`src/rtl/ld_ret_pkg.sv`:
```
package ld_ret_pkg;
  typedef enum logic [1:0] {
    SZ_BYTE = 2'd0,
    SZ_HALF = 2'd1,
    SZ_WORD = 2'd2,
    SZ_DBL  = 2'd3
  } acc_size_e;

  function automatic logic is_misaligned(input logic [1:0] size, input logic [2:0] addr_lo);
    logic [2:0] mask;
    case (acc_size_e'(size))
      SZ_BYTE: mask = 3'b000;
      SZ_HALF: mask = 3'b001;
      SZ_WORD: mask = 3'b011;
      default: mask = 3'b111;
    endcase
    return |(addr_lo & mask);
  endfunction
endpackage

```
`src/rtl/lrs_issue_ctl.sv`:
```
module lrs_issue_ctl
  import ld_ret_pkg::*;
#(
  parameter int TAG_W      = 4,
  parameter int BASE_LAT   = 2,
  parameter int SLOW_LAT   = 3,
  parameter int ST_PENALTY = 7,
  parameter int CNT_W      = 5
) (
  input  logic             clk_i,
  input  logic             rst_ni,
  input  logic             op_valid_i,
  input  logic             op_store_i,
  input  logic [TAG_W-1:0] op_tag_i,
  input  logic [1:0]       op_size_i,
  input  logic             op_signed_i,
  input  logic             op_hit_i,
  input  logic [2:0]       op_addr_lo_i,
  input  logic             ready_i,
  output logic             push_o,
  output logic [CNT_W-1:0] push_cnt_o,
  output logic             push_miss_o,
  output logic             trap_o,
  output logic [TAG_W-1:0] trap_tag_o
);
  logic acc, bad, ld_ok, st_ok, narrow_s, slow;
  logic dly_q, st_prev_q;

  assign acc      = op_valid_i & ready_i;
  assign bad      = is_misaligned(op_size_i, op_addr_lo_i);
  assign ld_ok    = acc & ~op_store_i & ~bad;
  assign st_ok    = acc & op_store_i & ~bad;
  assign narrow_s = op_signed_i & (acc_size_e'(op_size_i) != SZ_DBL);
  assign slow     = narrow_s | dly_q;

  // countdown start = latency - 1 (entry visible the cycle after issue)
  always_comb begin
    push_cnt_o = slow ? CNT_W'(SLOW_LAT - 1) : CNT_W'(BASE_LAT - 1);
    if (op_hit_i && st_prev_q) push_cnt_o = push_cnt_o + CNT_W'(ST_PENALTY);
  end

  assign push_o      = ld_ok;
  assign push_miss_o = ~op_hit_i;

  always_ff @(posedge clk_i or negedge rst_ni) begin
    if (!rst_ni) begin
      dly_q      <= 1'b0;
      st_prev_q  <= 1'b0;
      trap_o     <= 1'b0;
      trap_tag_o <= '0;
    end else begin
      dly_q      <= ld_ok & slow;
      st_prev_q  <= st_ok;
      trap_o     <= acc & bad;
      trap_tag_o <= op_tag_i;
    end
  end
endmodule

```
`src/rtl/lrs_track_q.sv`:
```
module lrs_track_q #(
  parameter int DEPTH = 8,
  parameter int TAG_W = 4,
  parameter int CNT_W = 5
) (
  input  logic             clk_i,
  input  logic             rst_ni,
  input  logic             push_i,
  input  logic [TAG_W-1:0] push_tag_i,
  input  logic [CNT_W-1:0] push_cnt_i,
  input  logic             push_miss_i,
  input  logic             miss_done_i,
  output logic             full_o,
  output logic             ret_valid_o,
  output logic [TAG_W-1:0] ret_tag_o
);
  localparam int PTR_W = $clog2(DEPTH);
  localparam int OCC_W = PTR_W + 1;

  logic [TAG_W-1:0] tag_q [DEPTH];
  logic [CNT_W-1:0] cnt_q [DEPTH];
  logic [DEPTH-1:0] pend_q, done_sel;
  logic [PTR_W-1:0] rd_q, wr_q;
  logic [OCC_W-1:0] occ_q;
  logic             pop;

  assign full_o      = (occ_q == OCC_W'(DEPTH));
  assign pop         = (occ_q != '0) && (cnt_q[rd_q] == '0) && !pend_q[rd_q];
  assign ret_valid_o = pop;
  assign ret_tag_o   = tag_q[rd_q];

  // oldest incomplete miss, scanning from head
  always_comb begin
    logic found;
    found    = 1'b0;
    done_sel = '0;
    for (int i = 0; i < DEPTH; i++) begin
      logic [PTR_W-1:0] idx;
      idx = rd_q + PTR_W'(i);
      if (miss_done_i && !found && (OCC_W'(i) < occ_q) && pend_q[idx]) begin
        done_sel[idx] = 1'b1;
        found         = 1'b1;
      end
    end
  end

  always_ff @(posedge clk_i or negedge rst_ni) begin
    if (!rst_ni) begin
      pend_q <= '0;
      for (int i = 0; i < DEPTH; i++) begin
        tag_q[i] <= '0;
        cnt_q[i] <= '0;
      end
    end else begin
      for (int i = 0; i < DEPTH; i++) begin
        if (push_i && (wr_q == PTR_W'(i))) begin
          tag_q[i]  <= push_tag_i;
          cnt_q[i]  <= push_cnt_i;
          pend_q[i] <= push_miss_i;
        end else begin
          if (cnt_q[i] != '0) cnt_q[i] <= cnt_q[i] - 1'b1;
          if (done_sel[i]) pend_q[i] <= 1'b0;
        end
      end
    end
  end

  always_ff @(posedge clk_i or negedge rst_ni) begin
    if (!rst_ni) begin
      rd_q  <= '0;
      wr_q  <= '0;
      occ_q <= '0;
    end else begin
      if (push_i) wr_q <= wr_q + 1'b1;
      if (pop)    rd_q <= rd_q + 1'b1;
      occ_q <= occ_q + OCC_W'(push_i) - OCC_W'(pop);
    end
  end
endmodule

```
`src/rtl/ld_return_seq.sv`:
```
module ld_return_seq #(
  parameter int TAG_W      = 4,
  parameter int DEPTH      = 8,
  parameter int BASE_LAT   = 2,
  parameter int SLOW_LAT   = 3,
  parameter int ST_PENALTY = 7
) (
  input  logic             clk_i,
  input  logic             rst_ni,
  input  logic             op_valid_i,
  input  logic             op_store_i,
  input  logic [TAG_W-1:0] op_tag_i,
  input  logic [1:0]       op_size_i,
  input  logic             op_signed_i,
  input  logic             op_hit_i,
  input  logic [2:0]       op_addr_lo_i,
  input  logic             miss_done_i,
  output logic             op_ready_o,
  output logic             ret_valid_o,
  output logic [TAG_W-1:0] ret_tag_o,
  output logic             trap_o,
  output logic [TAG_W-1:0] trap_tag_o
);
  localparam int CNT_W = $clog2(SLOW_LAT + ST_PENALTY) + 1;

  logic             full, push, push_miss;
  logic [CNT_W-1:0] push_cnt;

  assign op_ready_o = ~full;

  lrs_issue_ctl #(
    .TAG_W(TAG_W), .BASE_LAT(BASE_LAT), .SLOW_LAT(SLOW_LAT),
    .ST_PENALTY(ST_PENALTY), .CNT_W(CNT_W)
  ) u_issue (
    .clk_i, .rst_ni, .op_valid_i, .op_store_i, .op_tag_i, .op_size_i,
    .op_signed_i, .op_hit_i, .op_addr_lo_i,
    .ready_i(op_ready_o), .push_o(push), .push_cnt_o(push_cnt),
    .push_miss_o(push_miss), .trap_o, .trap_tag_o
  );

  lrs_track_q #(.DEPTH(DEPTH), .TAG_W(TAG_W), .CNT_W(CNT_W)) u_track (
    .clk_i, .rst_ni, .push_i(push), .push_tag_i(op_tag_i), .push_cnt_i(push_cnt),
    .push_miss_i(push_miss), .miss_done_i, .full_o(full),
    .ret_valid_o, .ret_tag_o
  );
endmodule

```
`config.mk`:
```
export PLATFORM = sky130hd
export DESIGN_NAME = ld_return_seq
export DESIGN_NICKNAME = d
export VERILOG_FILES = /design/src/rtl/ld_ret_pkg.sv /design/src/rtl/lrs_issue_ctl.sv /design/src/rtl/lrs_track_q.sv /design/src/rtl/ld_return_seq.sv
export SDC_FILE = /design/constraint.sdc
export NUM_CORES = 1
export LEC_CHECK = 0
export ABC_AREA = 0
export ABC_CLOCK_PERIOD_IN_PS = 4100
export BUFFER_PORTS_ARGS = -buffer_cell sky130_fd_sc_hd__buf_2
export CELL_PAD_IN_SITES_DETAIL_PLACEMENT = 1
export CELL_PAD_IN_SITES_GLOBAL_PLACEMENT = 2
export CORE_MARGIN = 2
export CORE_UTILIZATION = 40
export CTS_CLUSTER_SIZE = 40
export DETAILED_ROUTE_END_ITERATION = 7
export PLACE_DENSITY_LB_ADDON = 0.1
export SETUP_SLACK_MARGIN = 0.2
export SLEW_MARGIN = 20
export SYNTH_ARGS = -nofsm -noshare
export SYNTH_HDL_FRONTEND = slang
export SYNTH_HIERARCHICAL = 1
export SYNTH_SLANG_ARGS = --single-unit
export TNS_END_PERCENT = 10
```
`constraint.sdc`:
```
create_clock -name clk_i -period 4.1 [get_ports clk_i]
set_input_delay 0.82 -clock clk_i [delete_from_list [all_inputs] [get_ports clk_i]]
set_output_delay 0.82 -clock clk_i [all_outputs]
set_load 0.01 [all_outputs]
```
# Yosys cells after proc, flatten, opt, wreduce, memory -nomap -nowiden
# Index checks and enable logic that the tools add are counted.
# totals
output_inout_bits	11
regBits	97
in_bits	16
elab_cells	275
# op_classes
n_bitwise	22
n_reduce_logical	79
eq_ne	11
mux	88
addsub	19
order_cmp	25
# ops
operator	count
$mux 5	19
$mux 8	8
$or 8x8->8	7
$logic_and 1x1->1	42
$reduce_bool 5->1	8
$sub 5x1->5 const B	8
$mux 1	39
$lt 3x4->1 const B	8
$reduce_bool 2->1	16
$bmux 1 s3	8
$demux 1 s3	8
$ge 3x1->1 const B	8
$lt 3x4->1 const A	4
$bmux 5 s3	1
$add 3x3->3 const B	4
$bmux 4 s3	1
$eq 3x3->1 const B	4
$pmux 3 s3	1
$and 1x1->1	8
$logic_not 1->1	8
$lt 1x4->1 const A	2
$lt 2x4->1 const A	2
$mux 4	2
$add 3x1->3 const B	2
other kinds (21)	26

# Logic depth before layout (Yosys ltp)
# depth
depth_word	41
depth_mapped	14

# Cells and area by module
# Netlist, hierarchy kept.
# modules_own_cells
mod	n_inst	area_each_um2	cells_per_inst	seq_area_each_um2
lrs_track_q	1	5724.2	609	2252.2
lrs_issue_ctl	1	289.0	26	175.2
ld_return_seq	1	3.8	1	0.0

# Worst setup path before layout
# No wires, ideal clock.
# synth_timing
path_kind	register -> register
start	register u_track.rd_q[1]
end	register u_track.pend_q[7]
required_ns	3.965
stages_incl_launch_ff	13
arrival_time_ns	3.173
path_buffers	2
slack_ns	0.791
setup_ns	0.135
path_cell_list	dfrtp_1 > clkbuf_1 > buf_2 > inv_1 > ha_1 > mux4_2 > nand2_1 > a221o_1 > nand3b_4 > or4_1 > a41o_1 > o311ai_1 > o22ai_1
# synth_via
elab_chain_cells	40
word_cells_on_any_way	115
cone_classes	add/sub (7); order compare (16); mux (47); bitwise (7); reduce/logical (38)
# synth_lines
element	line_no	rtl
start, declared	lrs_track_q.sv:23	logic [PTR_W-1:0] rd_q, wr_q;
start signal, assigned	lrs_track_q.sv:75	if (pop) rd_q <= rd_q + 1'b1;
parallel branches: the longest is 38 deep, another holds $add 3x1->3	-	
$mux 8 *	lrs_track_q.sv:40	if (miss_done_i && !found && (OCC_W'(i) < occ_q) && pend_q[idx]) begin
$reduce_bool 2->1 (no line) *	-	
end signal, assigned by index	lrs_track_q.sv:59	pend_q[i] <= push_miss_i;
end, declared	lrs_track_q.sv:22	logic [DEPTH-1:0] pend_q, done_sel;
# Mark *: on every way between the ends. The select of a mux whose other input is x is not followed.
# A chain may end at the register's enable or synchronous reset.

# Worst setup path in the final report
# layout_timing
start	register u_track.rd_q[0]
end	register u_track.pend_q[7]
# The elaborated chain is that of the path after synthesis.

==> results.md <==
* Resized Gates After CTS at 0
* Worst-Skew Late Latency at 0.36 ns
* Global Route Usage Sum at 0.229
* Synthesized area per cell at 9.46 um2
* Kind of critical path: reg -> reg
* Worst hold-check path type: in -> async
* Hold buffer count at CTS at 0
* GR Util met2 at 0.359
* Most common library cells after synthesis: nand2_1 (109), dfrtp_1 (97), nor2_1 (46)
* Max Clock Freq at between 200 and 300 MHz
* Cell count of the worst reg-to-reg path at 10
* Met1 global-route usage at 0.328
* I/O Buffers at 26
* Clk buf depth at 2
* Ratio of cells with drive above 1 in the final layout at 0.155
* GPL Wtd Cong at 0.933
* R2r setup slk at roughly 0.73 ns
* Critical path peak fanout at 8
* Antenna viol nets, final at 0
* Worst IR Drop VDD at approximately 0.27 mV
* RSZ-0062 raised after global routing: no
* Chip Height at 127 um
* Cell row count at 44
* Synthesized area at about 6000 um2
* Reg-to-reg endpoint: u_track/pend_q[7]
* Top_reg_cell synth: dfrtp_1
* CTS tree: yes
* Max Cap Viol at 0
* Power density over the cells at between 700 and 800 nW/um2
* Measured slew at the worst slew-check pin at between 0.8 and 0.9 ns
* Lkg Pwr at 3.07 nW
* Post-detail-place hpwl at between 10,000 and 15,000 um
* Crit path required time at ~4.3 ns
* CTS sink cnt at between 90 and 100
* Starting Density at 0.412
* Setup_tns at 0 ns
* Top cells by area in the synthesized netlist: dfrtp_1 (40%), ha_1 (7.5%), nand2_1 (6.8%), mux4_2 (6.7%), mux2_2 (4.1%)
* Yosys top cell area share at 0.403
* Crit. End Element: flop
* Final setup violation count at 0
* Via/cell ratio at 5.78
* Final count of hold timing violations at 0
* Root Driver: clkbuf_16
* I/O pin cnt at 27
* DR pass1 iterations at 4
* Async SR Flop Fraction at 1.00
* Routed via count at 4,899
* Vias in the first global route at 5,063
* Area growth from synthesis to layout at 10.5%
* Tcrit/Tclk final at 0.821
* Worst EP arrival at 3.59 ns
* Total die area at between 15,000 and 20,000 um2
* # DRC at 0
* Final wirelength at 17,500 um
* Post-synth top area cell: dfrtp_1
* Clk slew on worst S/H paths at around 0.080 ns
* Num CTS Buffers at 9
* Slew Limit Fails at 0
* Synth unique cells at 65
* Detailed Route Iter0 Violations at ~170
* Most common cell in the netlist: nand2_1
* Clock Skew at between 0.01 and 0.015 ns
* Fin crit period at 3.37 ns
* Core box area at roughly 15,000 um2
* Syn. warnings at 6
* Register area share after synthesis at 0.403
* Reg area at roughly 2400 um2
* Dpl cell area at roughly 6300 um2
* Met3 usage at 0.0253
* Register bit total from synthesis at 97
* Critical path launch point type: flop
* Min Hold Slack at 0.365 ns
* Fill cell count at 1,681
* Number of flops mapped to enable cells by yosys at 0
* Overflow after GRT at 0
* Post-Syn Instances at 636
* Initial antenna violation count at 0
* Gr busiest metal: met2
* Design area at ~6600 um2
* Global-route wire length before repair at approximately 28,000 um
* Die width at roughly 130 um
* H-tree levels at 3
* Largest net degree at the start of global routing at between 40 and 50
* Outcome: finished clean
* Diode count at 0
* Post-CTS setup buffer count at 0
* R2R Path Start: u_track/rd_q[0]
* Area of the multi-input gates at approximately 3300 um2
* Slew HR at 0.432
* Wire length per cell at just over 20 um
* NumNets Final at between 700 and 800
==> metal layers <==
metal  part of all wire  up-vias
met5                  0        -
met4              0.023        0
met1               0.48     2498
met2               0.46      103
li1                   -     2270
met3              0.038       28
==> metrics by stage <==
step                      cells   util  setup slack (ns)  power (mW)
after floorplan             637      -             0.791        3.66
after global placement      831  0.435             0.953        4.31
after detailed placement    831  0.435             0.789        4.42
after CTS                   847  0.456             0.773        5.32
after global routing        847  0.456             0.496        5.74
final                       847  0.456             0.733        5.28
==> flip-flops by register name, summed over array words and instances (netlist names) <==
signal,count
u_track/cnt_q,40
u_track/occ_q,4
u_track/pend_q,8
u_track/wr_q,3
u_issue/st_prev_q,1
u_issue/dly_q,1
u_track/tag_q,32
u_track/rd_q,3
u_issue/trap_o,1
u_issue/trap_tag_o,4
==> power breakdown <==
group / switching [mW] / total, mW / internal [mW]
Sequential: 0.396 / 1.79 / 1.39
Combinational: 1.48 / 2.63 / 1.15
Clock: 0.422 / 0.865 / 0.443
==> layout make-up <==
cell class	count	area share
Sequential cell	97	0.365
Timing Repair Buffer	39	0.0346
Clock inverter	6	0.00866
Inverter	40	0.0226
Tap cell	184	0.0346
Clock buffer	10	0.0360
Multi-Input combinational cell	471	0.498
==> worst max-delay path by stage <==
| stage | from | end | slack [ns] | depth (start not counted) |
|---|---|---|---|---|
| 4_1_cts | u_track/rd_q[0] | u_track/pend_q[1] | 0.77 | 10 |
| 3_5_place_dp | u_track/rd_q[0] | u_track/pend_q[1] | 0.79 | 10 |
| 3_3_place_gp | u_track/rd_q[1] | u_track/pend_q[1] | 0.95 | 10 |
| 6_report | u_track/rd_q[0] | u_track/pend_q[7] | 0.73 | 10 |
| 5_1_grt | u_track/rd_q[1] | u_track/pend_q[4] | 0.50 | 9 |
| 2_1_floorplan | u_track/rd_q[1] | u_track/pend_q[7] | 0.79 | 12 |
==> critical path, stage by stage (launching register included) <==
cell	delay [ns]
dfrtp_1	0.53
inv_1	0.11
ha_1	0.38
mux4_2	0.54
nand2_1	0.09
a221o_1	0.26
nor3b_1	0.67
a221oi_1	0.18
a41o_1	0.26
o311ai_1	0.09
o22ai_1	0.13
==> cells in the final DEF, fill, tap and decap left out, drive strengths merged, types with 5 or more instances in the layout <==
master / count
mux4: 18
inv: 42
o211ai: 5
nor2: 46
buf: 39
o21ai: 31
mux2: 22
clkbuf: 10
ha: 36
xor2: 20
and2: 5
xnor2: 12
dfrtp: 97
nor3: 26
nand3: 27
a221oi: 8
a21oi: 32
nand2: 109
nor4: 6
==> cells by family (layout without fill, tap and decap cells) <==
| group | Yosys count | after routing | synth area share |
|---|---|---|---|
| muxes | 44 | 44 | 0.115 |
| other | 1 | 2 | 0.000623 |
| AOI/OAI and AO/OA | 115 | 115 | 0.125 |
| xor gates and xnor gates | 32 | 32 | 0.0466 |
| DFF | 97 | 97 | 0.403 |
| buffers and inverters | 69 | 95 | 0.0468 |
| and+or+nand+nor | 241 | 241 | 0.184 |
| adders and majority gates | 37 | 37 | 0.0782 |
No activity file was read; power rests on OpenSTA's default activity.
